<file path="src/rtl/sls_pkg.sv">
package sls_pkg;
    typedef enum logic [2:0] {
        LS_WAITCLK = 3'd0,
        LS_RUN     = 3'd1,
        LS_DRAIN   = 3'd2,
        LS_QUIET   = 3'd3,
        LS_WAKE    = 3'd4
    } lstate_e;
endpackage

</file>
<file path="src/rtl/sls_sync_chain.sv">
module sls_sync_chain #(
    parameter int STAGES = 2
) (
    input  logic clk,
    input  logic rst_n,
    input  logic d,
    output logic q
);
    logic [STAGES-1:0] stg_d, stg_q;

    generate
        for (genvar i = 0; i < STAGES; i++) begin : g_stage
            if (i == 0) begin : g_first
                assign stg_d[i] = d;
            end else begin : g_rest
                assign stg_d[i] = stg_q[i-1];
            end
        end
    endgenerate

    always_ff @(posedge clk) begin
        if (!rst_n) stg_q <= '0;
        else        stg_q <= stg_d;
    end

    assign q = stg_q[STAGES-1];
endmodule

</file>
<file path="src/rtl/sls_edge_count.sv">
module sls_edge_count #(
    parameter int SYNC_STAGES = 2,
    parameter int TARGET      = 8
) (
    input  logic clk,
    input  logic rst_n,
    input  logic bclk_raw,
    input  logic clear,
    output logic reached
);
    localparam int CW = $clog2(TARGET + 1);

    typedef struct packed {
        logic          prev;
        logic [CW-1:0] cnt;
    } ec_t;

    ec_t  r_d, r_q;
    logic bclk_s;

    sls_sync_chain #(.STAGES(SYNC_STAGES)) u_sync (
        .clk   (clk),
        .rst_n (rst_n),
        .d     (bclk_raw),
        .q     (bclk_s)
    );

    always_comb begin
        r_d      = r_q;
        r_d.prev = bclk_s;
        if (clear) begin
            r_d.cnt = '0;
        end else if (bclk_s && !r_q.prev && (r_q.cnt != CW'(TARGET))) begin
            r_d.cnt = r_q.cnt + CW'(1);
        end
    end

    always_ff @(posedge clk) begin
        if (!rst_n) r_q <= '0;
        else        r_q <= r_d;
    end

    assign reached = (r_q.cnt == CW'(TARGET));
endmodule

</file>
<file path="src/rtl/link_pwr_seq.sv">
module link_pwr_seq #(
    parameter int CLK_PERIOD_NS = 20,
    parameter int FRAME_NS      = 20833,
    parameter int HOLD_FRAMES   = 4,
    parameter int PULSE_NS      = 1000,
    parameter int READY_EDGES   = 8,
    parameter int SYNC_STAGES   = 2
) (
    input  logic clk,
    input  logic rst_n,
    input  logic bclk,
    input  logic frm_sync_in,
    input  logic frm_sdo_in,
    input  logic pd_write,
    input  logic pd_slot_mark,
    input  logic wake_req,
    output logic sync_out,
    output logic sdo_out,
    output logic slot_data_mute,
    output logic link_ready,
    output logic link_down
);
    import sls_pkg::*;

    localparam int HOLD_CYC  = (HOLD_FRAMES * FRAME_NS + CLK_PERIOD_NS - 1) / CLK_PERIOD_NS;
    localparam int PULSE_CYC = (PULSE_NS + CLK_PERIOD_NS - 1) / CLK_PERIOD_NS;
    localparam int MAX_CYC   = (HOLD_CYC > PULSE_CYC) ? HOLD_CYC : PULSE_CYC;
    localparam int CNT_W     = $clog2(MAX_CYC + 1);

    typedef struct packed {
        lstate_e          state;
        logic [CNT_W-1:0] cnt;
        logic             pend;
    } seq_t;

    seq_t r_d, r_q;
    logic clk_seen;

    sls_edge_count #(
        .SYNC_STAGES (SYNC_STAGES),
        .TARGET      (READY_EDGES)
    ) u_edges (
        .clk      (clk),
        .rst_n    (rst_n),
        .bclk_raw (bclk),
        .clear    (r_q.state != LS_WAITCLK),
        .reached  (clk_seen)
    );

    always_comb begin
        r_d = r_q;
        unique case (r_q.state)
            LS_WAITCLK: begin
                if (clk_seen) r_d.state = LS_RUN;
            end
            LS_RUN: begin
                if (pd_write) r_d.state = LS_DRAIN;
            end
            LS_DRAIN: begin
                if (pd_slot_mark) begin
                    r_d.state = LS_QUIET;
                    r_d.cnt   = CNT_W'(HOLD_CYC - 1);
                    r_d.pend  = 1'b0;
                end
            end
            LS_QUIET: begin
                r_d.pend = r_q.pend | wake_req;
                if (r_q.cnt == '0) begin
                    if (r_q.pend || wake_req) begin
                        r_d.state = LS_WAKE;
                        r_d.cnt   = CNT_W'(PULSE_CYC - 1);
                        r_d.pend  = 1'b0;
                    end
                end else begin
                    r_d.cnt = r_q.cnt - CNT_W'(1);
                end
            end
            LS_WAKE: begin
                if (r_q.cnt == '0) r_d.state = LS_WAITCLK;
                else               r_d.cnt   = r_q.cnt - CNT_W'(1);
            end
            default: r_d.state = LS_WAITCLK;
        endcase
    end

    always_ff @(posedge clk) begin
        if (!rst_n) begin
            r_q.state <= LS_WAITCLK;
            r_q.cnt   <= '0;
            r_q.pend  <= 1'b0;
        end else begin
            r_q <= r_d;
        end
    end

    always_comb begin
        link_ready     = (r_q.state == LS_RUN) || (r_q.state == LS_DRAIN);
        link_down      = (r_q.state == LS_QUIET) || (r_q.state == LS_WAKE);
        slot_data_mute = (r_q.state == LS_DRAIN);
        sync_out       = link_ready ? frm_sync_in : (r_q.state == LS_WAKE);
        sdo_out        = link_ready & frm_sdo_in;
    end
endmodule

</file>
<file path="config.mk">
export PLATFORM = sky130hd
export DESIGN_NAME = link_pwr_seq
export DESIGN_NICKNAME = d
export VERILOG_FILES = /design/src/rtl/sls_pkg.sv /design/src/rtl/sls_sync_chain.sv /design/src/rtl/sls_edge_count.sv /design/src/rtl/link_pwr_seq.sv
export SDC_FILE = /design/constraint.sdc
export NUM_CORES = 1
export LEC_CHECK = 0
export BUFFER_PORTS_ARGS = -buffer_cell sky130_fd_sc_hd__buf_2
export CAP_MARGIN = 10
export CORE_MARGIN = 4
export CORE_UTILIZATION = 25
export DETAILED_ROUTE_END_ITERATION = 10
export PLACE_DENSITY_LB_ADDON = 0.2
export SLEW_MARGIN = 20
export SYNTH_ARGS = -nofsm -noshare
export SYNTH_HDL_FRONTEND = slang
export SYNTH_SLANG_ARGS = --single-unit
</file>
<file path="constraint.sdc">
create_clock -name clk -period 1.8 [get_ports clk]
set_input_delay 0.09 -clock clk [delete_from_list [all_inputs] [get_ports clk]]
set_output_delay 0.09 -clock clk [all_outputs]
set_load 0.02 [all_outputs]
</file>
==> Yosys cells after proc, flatten, opt, wreduce, memory -nomap -nowiden <==
Index checks and enable logic that the tools add are counted.
{ "word_totals": {"ff_bits": 24, "inputBits": 8, "word_cells": 53} }
{ "classes": {"n_addsub": 2, "eq_ne": 14, "mux": 13, "bitwise": 3, "reduce_logical": 15} }
{ "ops": {"columns": ["op", "count"], "rows": [
  ["$pmux W13 S3", 1],
  ["$mux W17", 2],
  ["$mux W13", 2],
  ["$pmux W3 S5", 1],
  ["$ne A2 B2 Y1 const B", 7],
  ["$logic_not A13 Y1", 1],
  ["$sub A13 B1 Y13 const B", 1],
  ["$mux W3", 4],
  ["$eq A3 B2 Y1 const B", 2],
  ["$reduce_and A6 Y1", 1],
  ["$reduce_bool A3 Y1", 2],
  ["$add A4 B1 Y4 const B", 1],
  ["$eq A4 B4 Y1 const B", 1],
  ["$ne A4 B4 Y1 const B", 1],
  ["$reduce_and A4 Y1", 1],
  ["$eq A3 B1 Y1 const B", 1],
  ["$eq A3 B3 Y1 const B", 1],
  ["$logic_not A3 Y1", 1],
  ["$logic_or A1 B1 Y1", 3],
  ["$ne A3 B3 Y1 const B", 1],
  ["$logic_and A1 B1 Y1", 2],
  ["$mux W1", 2],
  ["$pmux W1 S2", 1],
  ["$reduce_and A2 Y1", 1],
  ["other kinds (6)", 6]
]} }

==> Logic depth before layout (Yosys ltp) <==
{ "depth": {"depth_word": 4, "ltp_mapped": 8, "mapped_depth_nobuf": 7} }

==> Cells and area by module <==
Synthesis repeated with hierarchy kept, for this count alone.
{ "unflattened": {"cells_unflattened": 185, "hier_area_um2": 1517.7} }
{ "by_module_without_submodules": {"columns": ["module", "n_inst", "cells_each", "area_per_inst_um2"], "rows": [
  ["link_pwr_seq", 1, 152, 1208.7],
  ["sls_edge_count", 1, 29, 256.5],
  ["sls_sync_chain", 1, 4, 52.6]
]} }

==> Worst setup path after synthesis <==
No wires, ideal clock.
{ "synth_path": {"path_kind": "register -> register", "startpoint": "register r_q[1] in the netlist's numbering", "endpoint": "register r_q[10] in the netlist's numbering", "arrival_ps": 1757, "required_time_ps": 1730, "slack_ps": -27, "path_stages_with_launch": 8, "n_path_buf": 0, "synth_period_minus_slack_ps": 1827, "cell_sequence": "dfxtp_1 inv_1 ha_1 nor4b_1 nand4_1 o21ai_1 o21ai_0 a21oi_1"} }
{ "synth_between": {"elab_chain_cells": 3, "elab_cells_between_ends": 8, "classes_between": "add/sub (1); eq/ne (2); mux (3); reduce/logical (2)"} }
{ "synth_rtl": {"columns": ["element", "line", "source"], "rows": [
  ["start: declaration", "link_pwr_seq.sv:36", "seq_t r_d, r_q;"],
  ["start signal: assignment", "link_pwr_seq.sv:92", "r_q <= r_d;"],
  ["$sub A13 B1 Y13 or $logic_not A13 Y1 (tied branches)", null, null],
  ["$mux W13, or another cell as far along", "link_pwr_seq.sv:79", "if (r_q.cnt == '0) r_d.state = LS_WAITCLK;"],
  ["$pmux W13 S3 or $reduce_and A4 Y1 (tied branches)", null, null]
]} }
Several ways; a longest one is shown, not always the timed one. The select of a mux whose other input is x is not followed.
A chain may end at the register's enable or synchronous reset.

==> Final worst setup path <==
{ "layout_path": {"startpoint": "register r_q[1] in the netlist's numbering", "endpoint": "register r_q[14] in the netlist's numbering"} }
{ "layout_between": {"elab_chain_cells": 3, "elab_cells_between_ends": 4, "classes_between": "eq/ne (2); reduce/logical (2)"} }
{ "layout_rtl": {"columns": ["element", "line"], "rows": [
  ["$logic_not A13 Y1 (*)", "link_pwr_seq.sv:68, link_pwr_seq.sv:79"],
  ["$ne A2 B2 Y1 (no line)", null],
  ["$reduce_and A6 Y1 (no line) (*)", null]
]} }
Mark *: on every way between the ends. The rest lies on a longest branch, timed or not.

==> impl_results.html <==
<table>
<tr><th>Metric</th><th>Value</th></tr>
<tr><th colspan="2">Run status</th></tr>
<tr><td>Status</td><td>complete, no violations</td></tr>
<tr><th colspan="2">STA</th></tr>
<tr><td>Max-slew violation count</td><td>0</td></tr>
<tr><td>Headroom to the max-slew limit</td><td>69.6%</td></tr>
<tr><td>Number of endpoints with negative hold slack in the final report</td><td>0</td></tr>
<tr><td>Measured slew at the worst slew-check pin</td><td>0.452 ns</td></tr>
<tr><td>Tmin final</td><td>1.75 ns</td></tr>
<tr><td>Total of endpoints with negative setup slack in the final report</td><td>0</td></tr>
<tr><td>Final setup margin</td><td>0.0462 ns</td></tr>
<tr><td>Final critical-path share of the clock period</td><td>97.4%</td></tr>
<tr><td>Highest clock rate</td><td>570 MHz</td></tr>
<tr><td>Clk_skew</td><td>0.00512 ns</td></tr>
<tr><td>Unrepaired setup endpoints after global routing</td><td>true</td></tr>
<tr><th colspan="2">Clocking</th></tr>
<tr><td>Depth of the CTS H-tree</td><td>1</td></tr>
<tr><td>Clock Pin Slew Worst Setup and Hold Paths</td><td>0.09 ns</td></tr>
<tr><td>Number of sinks driven by the clock tree</td><td>24</td></tr>
<tr><td>Number of buffers created by CTS</td><td>3</td></tr>
<tr><td>Maximum buffer depth of the clock tree</td><td>2</td></tr>
<tr><td>CTS tree</td><td>yes</td></tr>
<tr><td>Clk root buf</td><td>sky130_fd_sc_hd__clkbuf_8</td></tr>
<tr><td>Post-cts hold buffer count</td><td>0</td></tr>
<tr><td>Worst-Skew Late Latency</td><td>0.27 ns</td></tr>
<tr><th colspan="2">Synth</th></tr>
<tr><td>Top cells by area, synth</td><td>sky130_fd_sc_hd__dfxtp_1 36%, sky130_fd_sc_hd__o21ai_0 7.1%, sky130_fd_sc_hd__nor2_1 5.8%, sky130_fd_sc_hd__nor3_1 3.7%, sky130_fd_sc_hd__and2_1 3.2%</td></tr>
<tr><td>Fraction of registers with async set or reset after synthesis</td><td>0%</td></tr>
<tr><td>Most frequently used flop master after synthesis</td><td>sky130_fd_sc_hd__dfxtp_1</td></tr>
<tr><td>Most area-hungry cell type in the Yosys netlist</td><td>sky130_fd_sc_hd__dfxtp_1</td></tr>
<tr><td>Post-Synthesis Net Count</td><td>183</td></tr>
<tr><td>Number of enable flip-flop cells after synthesis</td><td>0</td></tr>
<tr><td>Proportion of synthesized chip area in sequential cells</td><td>35.7%</td></tr>
<tr><td>Post-synthesis cell area</td><td>1350 µm²</td></tr>
<tr><td>Distinct cell type count after synthesis</td><td>45</td></tr>
<tr><td>Synthesized netlist cell count</td><td>172</td></tr>
<tr><td>Warnings, synthesis</td><td>0</td></tr>
<tr><td>Average footprint of a synthesized cell</td><td>7.83 µm²</td></tr>
<tr><td>Share of Yosys cell area claimed by the top area cell type</td><td>35.7%</td></tr>
<tr><td>Flop and latch count out of synthesis</td><td>24</td></tr>
<tr><th colspan="2">Detailed routing</th></tr>
<tr><td>DR pass1 iterations</td><td>4</td></tr>
<tr><td>Total via count after detailed routing</td><td>1308</td></tr>
<tr><td>Count of unresolved DRC violations after routing</td><td>0</td></tr>
<tr><td>Count of antenna-violating nets left after detailed routing</td><td>0</td></tr>
<tr><td>Wire per inst</td><td>12.3 µm</td></tr>
<tr><td>Routed vias/inst</td><td>4.61</td></tr>
<tr><td>Detailed-route wire length</td><td>3.50 mm</td></tr>
<tr><td>Number of DRC markers after the initial detailed-route iteration</td><td>58</td></tr>
<tr><th colspan="2">Die</th></tr>
<tr><td>Horizontal extent of the die</td><td>81.4 µm</td></tr>
<tr><td>Die Span Y</td><td>81.4 µm</td></tr>
<tr><td>Site row count</td><td>26</td></tr>
<tr><td>Effective utilization at floorplan</td><td>26.1%</td></tr>
<tr><td>Io pins</td><td>13</td></tr>
<tr><td>Overall die area</td><td>6630 µm²</td></tr>
<tr><td>Core region area</td><td>5170 µm²</td></tr>
<tr><th colspan="2">Layout</th></tr>
<tr><td>Number of filler cells placed in the layout</td><td>540</td></tr>
<tr><td>Layout overhead on the synthesized area</td><td>39.6%</td></tr>
<tr><td>Fraction of final layout cells with drive strength greater than 1</td><td>33.2%</td></tr>
<tr><td>Multi-input gate area in the final layout</td><td>862 µm²</td></tr>
<tr><td>Antenna diodes</td><td>0</td></tr>
<tr><td>FF+latch area</td><td>488 µm²</td></tr>
<tr><td>Top library cells by usage in the layout, fill and taps aside</td><td>30 x sky130_fd_sc_hd__buf_4, 20 x sky130_fd_sc_hd__nor2_1, 20 x sky130_fd_sc_hd__dfxtp_1</td></tr>
<tr><td>Leading cell type in the layout, fill and taps excluded</td><td>sky130_fd_sc_hd__buf_4</td></tr>
<tr><td>Finished Cell Area</td><td>1880 µm²</td></tr>
<tr><td>Count of nets after finishing</td><td>226</td></tr>
<tr><th colspan="2">Place</th></tr>
<tr><td>Estimated wirelength of the detail-placed design</td><td>2.61 mm</td></tr>
<tr><td>Placed cell area</td><td>1680 µm²</td></tr>
<tr><td>Routability congestion estimate from global placement</td><td>0.789</td></tr>
<tr><td>Placement Setup Slack</td><td>-0.0872 ns</td></tr>
<tr><td>Port-buffer cells</td><td>12</td></tr>
<tr><th colspan="2">Setup path</th></tr>
<tr><td>Kind of launch point of the worst setup path</td><td>register</td></tr>
<tr><td>Critical path fanouts, max</td><td>5</td></tr>
<tr><td>FF-to-FF path depth</td><td>10</td></tr>
<tr><td>Classification of the worst setup path</td><td>reg2reg</td></tr>
<tr><td>R2R setup slack</td><td>0.05 ns</td></tr>
<tr><td>Endpoint type of the worst setup path</td><td>register</td></tr>
<tr><td>Data arrival time at the worst-slack endpoint</td><td>1.92 ns</td></tr>
<tr><td>Required time at the endpoint of the critical path</td><td>1.97 ns</td></tr>
<tr><th colspan="2">Power</th></tr>
<tr><td>Leakage power figure</td><td>0.812 nW</td></tr>
<tr><td>Power Dens Cells</td><td>564 nW/µm²</td></tr>
<tr><td>Peak supply drop</td><td>0.257 mV</td></tr>
<tr><th colspan="2">Min path</th></tr>
<tr><td>Worst Hold Depth</td><td>2</td></tr>
<tr><td>Type of the worst min-delay path</td><td>in2reg</td></tr>
<tr><th colspan="2">GRT</th></tr>
<tr><td>Wire length of the first global-routing pass</td><td>6.18 mm</td></tr>
<tr><td>Pin count of the biggest net entering global routing</td><td>20</td></tr>
<tr><td>Initial antenna violation count</td><td>0</td></tr>
<tr><td>Vias in the first global route</td><td>1283</td></tr>
<tr><td>Total gr overflow</td><td>0</td></tr>
<tr><td>Overall Global Routing Usage</td><td>12.0%</td></tr>
<tr><th colspan="2">Flow run</th></tr>
<tr><td>Max-cap violations</td><td>0</td></tr>
</table>
[path summary, 6_finish.rpt]
kind                                      start                            endpoint
max                         r_q[1]$_SDFFE_PN0P_                r_q[14]$_SDFFE_PN0P_
min                                        bclk  u_edges.u_sync.stg_q[0]$_SDFF_PN0_
max reg2reg                 r_q[1]$_SDFFE_PN0P_                r_q[14]$_SDFFE_PN0P_
min reg2reg  u_edges.u_sync.stg_q[0]$_SDFF_PN0_  u_edges.u_sync.stg_q[1]$_SDFF_PN0_
[per-stage QoR]
| step | setup TNS [ns] | hold WS [ns] | power, mW | cells | utilization, % |
|---|---|---|---|---|---|
| floorplan | 0 | 0.217 | 0.573 | 172 | - |
| global placement | -0.224 | 0.305 | 0.586 | 275 | 32.4 |
| detailed placement | -0.200 | 0.300 | 0.586 | 275 | 32.4 |
| CTS | 0 | 0.0120 | 1.08 | 280 | 34.5 |
| global route | -0.498 | 0.0377 | 1.10 | 284 | 36.4 |
| finish | 0 | 0.0185 | 1.06 | 284 | 36.4 |
[worst max-delay path: stages, from the launching register on]
cell	delay, ns
sky130_fd_sc_hd__dfxtp_2	0.34
sky130_fd_sc_hd__inv_1	0.07
sky130_fd_sc_hd__ha_2	0.18
sky130_fd_sc_hd__nor4b_4	0.23
sky130_fd_sc_hd__nand4_1	0.16
sky130_fd_sc_hd__buf_6	0.17
sky130_fd_sc_hd__buf_4	0.12
sky130_fd_sc_hd__buf_4	0.12
sky130_fd_sc_hd__nor2_2	0.09
sky130_fd_sc_hd__a21o_1	0.11
sky130_fd_sc_hd__a21oi_1	0.05
[routing by layer]
metal	global-route usage (%)	vias to the layer above	wire, µm	part of all wire (%)
met5	0	-	0	0
met4	4.22	0	43	1.2
met3	2.85	4	70	2.0
met2	18.8	7	1680	48
met1	15.9	607	1700	49
li1	-	690	-	-
[cell type report]
class	count	area share [%]
clock buffer	3	2.19
clock inverter	1	1.60
inverter	9	1.93
multi-input combinational	131	45.8
sequential	24	25.9
tap	70	4.65
timing repair buffer	46	17.9
[synthesized netlist by cell type (2+ instances only)]
library cell / instances
sky130_fd_sc_hd__o21a_1: 2
sky130_fd_sc_hd__xor2_1: 2
sky130_fd_sc_hd__clkbuf_1: 3
sky130_fd_sc_hd__inv_1: 9
sky130_fd_sc_hd__a31oi_1: 3
sky130_fd_sc_hd__nand3b_1: 4
sky130_fd_sc_hd__and2b_1: 2
sky130_fd_sc_hd__dfxtp_1: 24
sky130_fd_sc_hd__nand2b_1: 2
sky130_fd_sc_hd__a21oi_1: 8
sky130_fd_sc_hd__nor3_1: 10
sky130_fd_sc_hd__buf_2: 2
sky130_fd_sc_hd__nor2_1: 21
sky130_fd_sc_hd__and2_1: 7
sky130_fd_sc_hd__nor2b_1: 3
sky130_fd_sc_hd__ha_1: 3
sky130_fd_sc_hd__buf_6: 2
sky130_fd_sc_hd__nand2_1: 8
sky130_fd_sc_hd__nand4_1: 2
sky130_fd_sc_hd__mux2i_1: 2
sky130_fd_sc_hd__a21boi_0: 4
sky130_fd_sc_hd__or3_1: 6
sky130_fd_sc_hd__o21ai_0: 19
sky130_fd_sc_hd__o31a_1: 2
sky130_fd_sc_hd__xnor2_1: 2
[what timing repair did]
| action | CTS | global route |
|---|---|---|
| buffers inserted | 1 | 4 |
| pin swaps | 1 | 9 |
| setup endpoints to repair | 12 | 17 |
| gates resized for setup | 10 | 26 |
[where the power goes]
| group | switching (mW) | internal [mW] | total [mW] |
|---|---|---|---|
| Combinational | 0.0201 | 0.0169 | 0.0370 |
| Sequential | 0.00274 | 0.533 | 0.536 |
| Clock | 0.190 | 0.298 | 0.488 |
[logic make-up after synthesis]
logic type | after synthesis | synth area share [%]
AO/OA/AOI/OAI | 47 | 21.3
buffers and inverters | 17 | 6.03
multiplexers | 2 | 1.49
adder cells (fa/ha/maj) | 3 | 2.79
AND/OR/NAND/NOR | 75 | 30.2
XOR/XNOR | 4 | 2.60
flip-flops | 24 | 35.7
[state kept, by name (all words and copies together), names as in the netlist]
signal                count
u_edges.r_q               5
r_q                      17
u_edges.u_sync.stg_q      2
(Power assumes the default switching activity.)
